File: src/rtl/sfc_pkg.sv
package sfc_pkg;
    localparam int DATA_W = 8;
    localparam int ADDR_W = 4;

    typedef enum logic [1:0] {
        PAR_NONE = 2'b00,
        PAR_ODD  = 2'b01,
        PAR_EVEN = 2'b10
    } par_mode_e;

    typedef enum logic [1:0] {
        CKM_X1  = 2'b00,
        CKM_D16 = 2'b01,
        CKM_D32 = 2'b10,
        CKM_D64 = 2'b11
    } ckmode_e;

    typedef enum logic {
        GEN_LOAD = 1'b0,
        GEN_RUN  = 1'b1
    } gen_state_e;

    typedef struct packed {
        par_mode_e  par;
        logic       two_stop;
        logic [3:0] bits;
        ckmode_e    ckm;
    } frame_cfg_t;
endpackage

File: src/rtl/sfc_regs.sv
module sfc_regs
    import sfc_pkg::*;
#(
    parameter int              TC_W     = 2 * DATA_W,
    parameter logic [ADDR_W-1:0] A_FMT  = 4'd4,
    parameter logic [ADDR_W-1:0] A_LEN  = 4'd5,
    parameter logic [ADDR_W-1:0] A_TCLO = 4'd12,
    parameter logic [ADDR_W-1:0] A_TCHI = 4'd13
) (
    input  logic              clk,
    input  logic              rst_n,
    input  logic              wr_en,
    input  logic [ADDR_W-1:0] wr_addr,
    input  logic [DATA_W-1:0] wr_data,
    output frame_cfg_t        cfg,
    output logic [TC_W-1:0]   tc,
    output logic              fmt_wr
);
    logic [1:0]        par_q;
    logic [1:0]        stop_q;
    logic [1:0]        ckm_q;
    logic [1:0]        len_q;
    logic [DATA_W-1:0] tclo_q;
    logic [DATA_W-1:0] tchi_q;

    assign fmt_wr = wr_en && (wr_addr == A_FMT);

    always_ff @(posedge clk or negedge rst_n) begin
        if (!rst_n) begin
            par_q  <= '0;
            stop_q <= '0;
            ckm_q  <= '0;
            len_q  <= '0;
            tclo_q <= '0;
            tchi_q <= '0;
        end else if (wr_en) begin
            if (wr_addr == A_FMT) begin
                par_q  <= wr_data[1:0];
                stop_q <= wr_data[3:2];
                ckm_q  <= wr_data[7:6];
            end
            if (wr_addr == A_LEN)  len_q  <= wr_data[6:5];
            if (wr_addr == A_TCLO) tclo_q <= wr_data;
            if (wr_addr == A_TCHI) tchi_q <= wr_data;
        end
    end

    assign tc = TC_W'({tchi_q, tclo_q});

    always_comb begin
        cfg.par      = !par_q[0] ? PAR_NONE : (par_q[1] ? PAR_EVEN : PAR_ODD);
        cfg.two_stop = (stop_q == 2'b11);
        cfg.ckm      = ckmode_e'(ckm_q);
        unique case (len_q)
            2'b00:   cfg.bits = 4'd5;
            2'b01:   cfg.bits = 4'd7;
            2'b10:   cfg.bits = 4'd6;
            default: cfg.bits = 4'd8;
        endcase
    end
endmodule

File: src/rtl/sfc_brg.sv
module sfc_brg
    import sfc_pkg::*;
#(
    parameter int TC_W = 16,
    localparam int CNT_W = TC_W + 1
) (
    input  logic            clk,
    input  logic            rst_n,
    input  logic [TC_W-1:0] tc,
    output logic            tick
);
    gen_state_e       state_q;
    logic [CNT_W-1:0] cnt_q;
    logic [CNT_W-1:0] reload;

    assign reload = CNT_W'(tc) + CNT_W'(1);

    // State register and counter
    always_ff @(posedge clk or negedge rst_n) begin
        if (!rst_n) begin
            state_q <= GEN_LOAD;
            cnt_q   <= '0;
        end else begin
            unique case (state_q)
                GEN_LOAD: begin
                    cnt_q   <= reload;
                    state_q <= GEN_RUN;
                end
                GEN_RUN: begin
                    if (cnt_q == '0) cnt_q <= reload;
                    else             cnt_q <= cnt_q - CNT_W'(1);
                end
                default: state_q <= GEN_LOAD;
            endcase
        end
    end

    // Outputs
    always_comb begin
        tick = 1'b0;
        unique case (state_q)
            GEN_LOAD: tick = 1'b0;
            GEN_RUN:  tick = (cnt_q == '0);
            default:  tick = 1'b0;
        endcase
    end
endmodule

File: src/rtl/sfc_presc.sv
module sfc_presc
    import sfc_pkg::*;
#(
    parameter int PS_W = 6
) (
    input  logic    clk,
    input  logic    rst_n,
    input  logic    gen_tick,
    input  logic    restart,
    input  ckmode_e ckm,
    output logic    bit_tick
);
    logic [PS_W-1:0] pcnt_q;
    logic [PS_W-1:0] lim;

    always_comb begin
        unique case (ckm)
            CKM_X1:  lim = PS_W'(0);
            CKM_D16: lim = PS_W'(15);
            CKM_D32: lim = PS_W'(31);
            default: lim = PS_W'(63);
        endcase
    end

    assign bit_tick = gen_tick && !restart && (pcnt_q == lim);

    always_ff @(posedge clk or negedge rst_n) begin
        if (!rst_n)        pcnt_q <= '0;
        else if (restart)  pcnt_q <= '0;
        else if (gen_tick) pcnt_q <= (pcnt_q == lim) ? '0 : pcnt_q + PS_W'(1);
    end
endmodule

File: src/rtl/sfc_top.sv
module sfc_top
    import sfc_pkg::*;
#(
    parameter int TC_W = 2 * DATA_W,
    parameter int PS_W = 6
) (
    input  logic              clk,
    input  logic              rst_n,
    input  logic              wr_en,
    input  logic [ADDR_W-1:0] wr_addr,
    input  logic [DATA_W-1:0] wr_data,
    output logic              base_tick,
    output logic              bit_tick,
    output logic [1:0]        par_mode,
    output logic              two_stop,
    output logic [3:0]        char_bits
);
    frame_cfg_t      cfg;
    logic [TC_W-1:0] tc;
    logic            fmt_wr;

    sfc_regs #(.TC_W(TC_W)) u_regs (
        .clk(clk), .rst_n(rst_n), .wr_en(wr_en), .wr_addr(wr_addr),
        .wr_data(wr_data), .cfg(cfg), .tc(tc), .fmt_wr(fmt_wr)
    );

    sfc_brg #(.TC_W(TC_W)) u_brg (
        .clk(clk), .rst_n(rst_n), .tc(tc), .tick(base_tick)
    );

    sfc_presc #(.PS_W(PS_W)) u_presc (
        .clk(clk), .rst_n(rst_n), .gen_tick(base_tick), .restart(fmt_wr),
        .ckm(cfg.ckm), .bit_tick(bit_tick)
    );

    assign par_mode  = cfg.par;
    assign two_stop  = cfg.two_stop;
    assign char_bits = cfg.bits;
endmodule

File: config.mk
export PLATFORM = sky130hd
export DESIGN_NAME = sfc_top
export DESIGN_NICKNAME = d
export VERILOG_FILES = /design/src/rtl/sfc_pkg.sv /design/src/rtl/sfc_regs.sv /design/src/rtl/sfc_brg.sv /design/src/rtl/sfc_presc.sv /design/src/rtl/sfc_top.sv
export SDC_FILE = /design/constraint.sdc
export NUM_CORES = 1
export LEC_CHECK = 0
export CAP_MARGIN = 5
export CORE_UTILIZATION = 52
export DETAILED_ROUTE_END_ITERATION = 10
export GPL_TIMING_DRIVEN = 0
export PLACE_DENSITY_LB_ADDON = 0.08
export SYNTH_ARGS = -nofsm -noshare
export SYNTH_HDL_FRONTEND = slang
export SYNTH_SLANG_ARGS = --single-unit
File: constraint.sdc
create_clock -name clk -period 4.1 [get_ports clk]
set_clock_uncertainty 0.05 [all_clocks]
set_input_delay 0.41 -clock clk [delete_from_list [all_inputs] [get_ports clk]]
set_output_delay 0.41 -clock clk [all_outputs]
set_load 0.01 [all_outputs]
* After elaboration in Yosys (flattened, before gate mapping) *
Cells that the tools add are included.

word-level totals
  input port bits = 15
  output and inout port bits = 9
  register bits after elaboration = 48

operators by class
  muxes and demuxes = 10
  eq/ne operators = 10
  bitwise gates (word level) = 1
  reduce and logical (&&, ||, !) cells = 12
  $add $sub $neg = 3

operators by type and width
  cell                                                                  count
  17-bit case mux with 2 select lines                                   1
  6-bit two-way mux                                                     3
  6-bit case mux with 3 select lines                                    1
  16-bit by 1-bit adder with 17-bit output, second input constant       1
  17-bit logical NOT                                                    1
  17-bit two-way mux                                                    1
  17-bit by 1-bit subtractor with 17-bit output, second input constant  1
  4-bit case mux with 3 select lines                                    1
  4-bit by 3-bit == test with 1-bit output, second input constant       2
  4-bit == test, second input constant                                  2
  2-bit AND reduction                                                   4
  6-bit by 1-bit adder with 6-bit output, second input constant         1
  2-bit == test, second input constant                                  3
  6-bit == test                                                         1
  2-bit by 1-bit == test with 1-bit output, second input constant       2
  2-bit logical NOT                                                     2
  2-bit two-way mux                                                     2
  1-bit logical AND                                                     3
  1-bit case mux with 2 select lines                                    1
  2-bit nonzero test                                                    1
  1-bit logical NOT                                                     1
  1-bit NOT                                                             1

* Depth between registers and ports, before layout *
  word-level depth = 6
  mapped depth = 9

* Cells and area by module *
Synthesis repeated with hierarchy kept, for this count alone.

second synthesis, totals
  cell total of the unflattened synthesis = 250
  area total of the unflattened synthesis = 2670.1 um^2

modules (own cells, without submodules)
  module     cells each  instances  area each (um^2)  seq. area each (um^2)
  sfc_brg    138         1          1248.7            450.4
  sfc_regs   69          1          1032.2            600.6
  sfc_presc  43          1          389.1             150.1

* Least setup slack after synthesis *
No wires, ideal clock.

  path type = reg-to-output
  start point = reg u_brg.cnt_q[0]
  end point = out bit_tick
  cell stages (with the launch flop) = 8
  path buffers = 1
  arrival time = 1586 ps
  slack = 2054 ps
  cells stage by stage = dfrtp_1 > inv_1 > ha_1 > nor4b_2 > nand4_1 > or2_1 > buf_6 > nor3_1

on the way
  longest elaborated chain between the ends = 4

ends and longest elaborated chain
  what                                RTL line         source
  from (decl)                         sfc_brg.sv:13    logic [CNT_W-1:0] cnt_q;
  from (signal assigned)              sfc_brg.sv:26    cnt_q <= reload;
  from (signal assigned)              sfc_brg.sv:30    if (cnt_q == '0) cnt_q <= reload;
  from (signal assigned)              sfc_brg.sv:31    else cnt_q <= cnt_q - CNT_W'(1);
  17-bit logical NOT                  sfc_brg.sv:43    GEN_RUN: tick = (cnt_q == '0);
  1-bit case mux with 2 select lines  sfc_brg.sv:41    unique case (state_q)
  1-bit logical AND (2 in series)     sfc_presc.sv:25  assign bit_tick = gen_tick && !restart && (pcnt_q == lim);
  to (decl)                           sfc_top.sv:13    output logic bit_tick,

No other way between the ends.

* Final worst setup path *
  start point = in wr_addr[2]
  end point = out bit_tick

on the way
  longest elaborated chain between the ends = 5

ends and longest elaborated chain
  what                                      RTL line         source
  from (decl)                               sfc_top.sv:10    input logic [ADDR_W-1:0] wr_addr,
  4-bit by 3-bit == test with 1-bit output  sfc_regs.sv:26   assign fmt_wr = wr_en && (wr_addr == A_FMT);
  1-bit logical AND                         sfc_regs.sv:26
  1-bit logical NOT                         sfc_presc.sv:25
  1-bit logical AND (2 in series)           sfc_presc.sv:25

No other way between the ends.

==> results.yml <==
min_path:
  hold_end: "u_regs.stop_q[1]$_DFFE_PN0P_"
  worstHoldPathType: "register to register"
  hold_start: "u_regs.stop_q[1]$_DFFE_PN0P_"
  hold_depth: 2
place:
  place_inst: 366
  placed_area_um2: 3070
  dp_hpwl_um: 3940
  place_worst_setup_slack_ns: 0.850
  io_buffer_count: 23
  gp_congestion: 0.806
cells_and_area:
  fillCellCount: 446
  syn_to_final_growth_pct: 15.6
  fin_cells: 375
  final_area_um2: 3160
  drive_gt1_share_pct: 17.7
  multi_input_area_um2: 1390
  diodes: 0
  final_nets: 326
  ff_latch_area_um2: 1200
worst_setup_path:
  worstPathRequired_ns: 3.64
  r2r-end: "u_presc.pcnt_q[2]$_DFFE_PN0P_"
  reg2reg_depth: 7
  critical-path-top-delay-family: "buffers and inverters"
  critPathBufInv: 3
  worstSetupPathType: "input pin to primary output"
  reg2reg_slack_ns: 2.08
  startpoint_type: "input pin"
  worst-path-max-fanout: 10
  arrival_ns: 2.73
  cp_common_cell: "clkdlybuf4s50_1"
  cp_slowest_cell: "nor4_1"
  worstReg2RegStart: "u_brg.cnt_q[12]$_DFF_PN0_"
  cp_cell_sequence: "clkdlybuf4s50_1, nand2_1, nor4_1, clkbuf_1, nor3_1, clkdlybuf4s50_1"
  critPathCaptureType: "primary output"
  cpPeakStageDelay_ns: 0.70
pwr:
  p_leak_uw: 0.00133
  power_uw: 1360
  irDropWorstVdd_v: 0.000233
  power_density_nw_per_um2: 430
route:
  wire_per_inst_um: 14.1
  drc: 0
  viasPerCell: 5.21
  num_vias: 1953
  drtPass1Iterations: 4
  ant_nets: 0
  drt_wl_total_um: 5270
  initialDrtViolationCount: 61
global_route:
  overflow: 0
  antenna_found_initial: 0
  grt_pass1_vias: 1867
  grt_max_degree: 38
  grt_pass1_wl_um: 8880
  track_usage_pct: 21.5
timing:
  rsz0062_at_grt: "false"
  max_slew_margin_pct: 38.7
  hold_viol: 0
  fin_tns_setup_ns: 0
  fmaxAchievable_ghz: 0.313
  period_minus_slack_ns: 3.19
  setup_viol: 0
  finalMaxSlewViolations: 0
  fin_crit_sh_pct: 77.8
  setup_ws_ns: 0.910
  tightest_slew_ns: 0.911
die:
  die_x_um: 74.5
  ios: 24
  coreArea_um2: 5070
  die_h_um: 74.5
  dieArea_um2: 5550
  num_rows: 26
  start_util_pct: 53.9
yosys:
  synth_seq_area_share_pct: 43.9
  postSynthCellCount: 272
  synth_top_area_share_pct: 43.9
  syn-num-nets: 294
  synth_area_leaders: "dfrtp_1 (44%), mux2_2 (7.4%), xnor2_1 (5.1%), nand2_1 (5.1%), xor2_1 (4.2%)"
  syn-cell-area_um2: 2740
  synth_ff_type: "dfrtp_1"
  synth_edf_count: 0
  postSynthAreaPerCell_um2: 10.1
  ys_types: 42
  yosysTopAreaCell: "dfrtp_1"
  ys_warn_count: 0
  ys_ff_latch: 48
  async_flop_share_pct: 100
clock_tree:
  cts_tree: "yes"
  clockBufferDepth: 2
  cts_buffers: 5
  cts_resized: 0
  root_buffer: "clkbuf_8"
  post-cts-setup-buffer-count: 0
  clk_pin_slew_worst_paths_ns: 0.08
  cts.sinks: 48
  insertion_delay_ns: 0.29
  cts_max_level: 2
  hold_buffers: 1
outcome:
  status: "complete, no violations"
run:
  max-cap-violations: 0
layer usage:
layer | track usage [%] | share of wire [%] | vias to the layer above
met5 | 0 | 0 | -
met1 | 28.7 | 49 | 935
met3 | 3.25 | 1.9 | 5
li1 | - | - | 996
met4 | 6.29 | 0.93 | 0
met2 | 36.2 | 48 | 17
power breakdown:
| group | internal, uW | switching, uW |
|---|---|---|
| Clock | 122 | 152 |
| Sequential | 576 | 128 |
| Combinational | 214 | 166 |
| Total | 912 | 447 |
worst min-delay path, stage by stage, from the launching register on:
cell	delay [ns]
dfrtp_1	0.34
nand2_1	0.05
nand2_1	0.05
cell usage in the layout, fill, tap and decap left out, drive strengths merged:
cell           synthesis  final
dlygate4sd3            0      1
a32o                   1      1
nor4b                  1      1
nand4                  8      8
xor2                  13     13
nand3b                 2      2
nor3b                  3      3
and2                   2      2
ha                     7      7
clkinv                 1      2
o21ai                  8      8
a31o                   1      1
and4                   1      1
nor3                   9      9
inv                    7      7
nand3                 12     12
nor2                  22     22
xnor2                 16     16
nor2b                  3      3
nand2                 40     40
clkbuf                 1      8
dfrtp                 48     48
conb                   1      1
a31oi                  3      3
o31ai                  3      3
buf                   12     14
mux2i                  5      5
and3                   5      5
mux2                  18     18
nor4                   5      5
or2                    1      1
nand4b                 3      3
clkdlybuf4s50          0     22
a21oi                  9      9
or4                    1      1
registers in the layout (all words and copies together), names as in the netlist:
| signal | cells |
|---|---|
| u_presc.pcnt_q | 6 |
| u_regs.par_q | 2 |
| u_regs.ckm_q | 2 |
| u_regs.stop_q | 2 |
| u_brg.state_q | 1 |
| u_regs.tchi_q | 8 |
| u_brg.cnt_q | 17 |
| u_regs.len_q | 2 |
| u_regs.tclo_q | 8 |
metrics by stage:
step                hold WS (ns)  util [%]
global placement           0.403      60.2
detailed placement         0.273      60.5
global route               0.468      62.3
floorplan                 0.0644         -
finish                     0.423      62.3
CTS                        0.426      62.3
Yosys cell counts (2+ instances only):
master,instances
dfrtp_1,48
nand2_1,37
nor2_1,22
mux2_2,18
xnor2_1,16
xor2_1,13
nand3_1,12
a21oi_1,9
nor3_1,9
buf_4,8
nand4_1,8
ha_1,7
inv_1,7
and3_1,5
mux2i_1,5
o21ai_0,4
a31oi_1,3
nand2_2,3
nand4b_1,3
nor2b_1,3
nor3b_2,3
o21ai_2,3
and2_1,2
buf_6,2
nand3b_1,2
nor4_1,2
nor4_2,2
o31ai_1,2
how the worst max path moves through the flow:
stage / depth (start not counted) / from / to
2_1_floorplan: 7 / u_brg.cnt_q[0]$_DFF_PN0_ / bit_tick
3_3_place_gp: 5 / wr_addr[1] / bit_tick
3_5_place_dp: 6 / wr_addr[2] / bit_tick
4_1_cts: 6 / wr_addr[2] / bit_tick
5_1_grt: 6 / wr_addr[2] / bit_tick
6_report: 6 / wr_addr[2] / bit_tick
logic make-up (layout without fill, tap and decap cells):
family	Yosys count	after routing	share of synthesized area, %
fa+ha+maj	7	7	3.20
compound gates	25	25	5.90
other cells	1	1	0.137
xor+xnor	29	29	9.29
mux	23	23	9.24
flops	48	48	43.9
buf+inv	21	54	5.17
simple gates	118	118	23.1
final cells by class:
type / count / share of cell area, %
clock inverter: 1 / 0.277
inverter: 8 / 1.11
buffer: 13 / 3.36
multi-input combinational: 203 / 44.0
tap: 70 / 2.77
timing repair buffer: 25 / 8.07
clock buffer: 7 / 2.41
sequential: 48 / 38.0
Note: power is estimated with default switching activity, not from simulation.
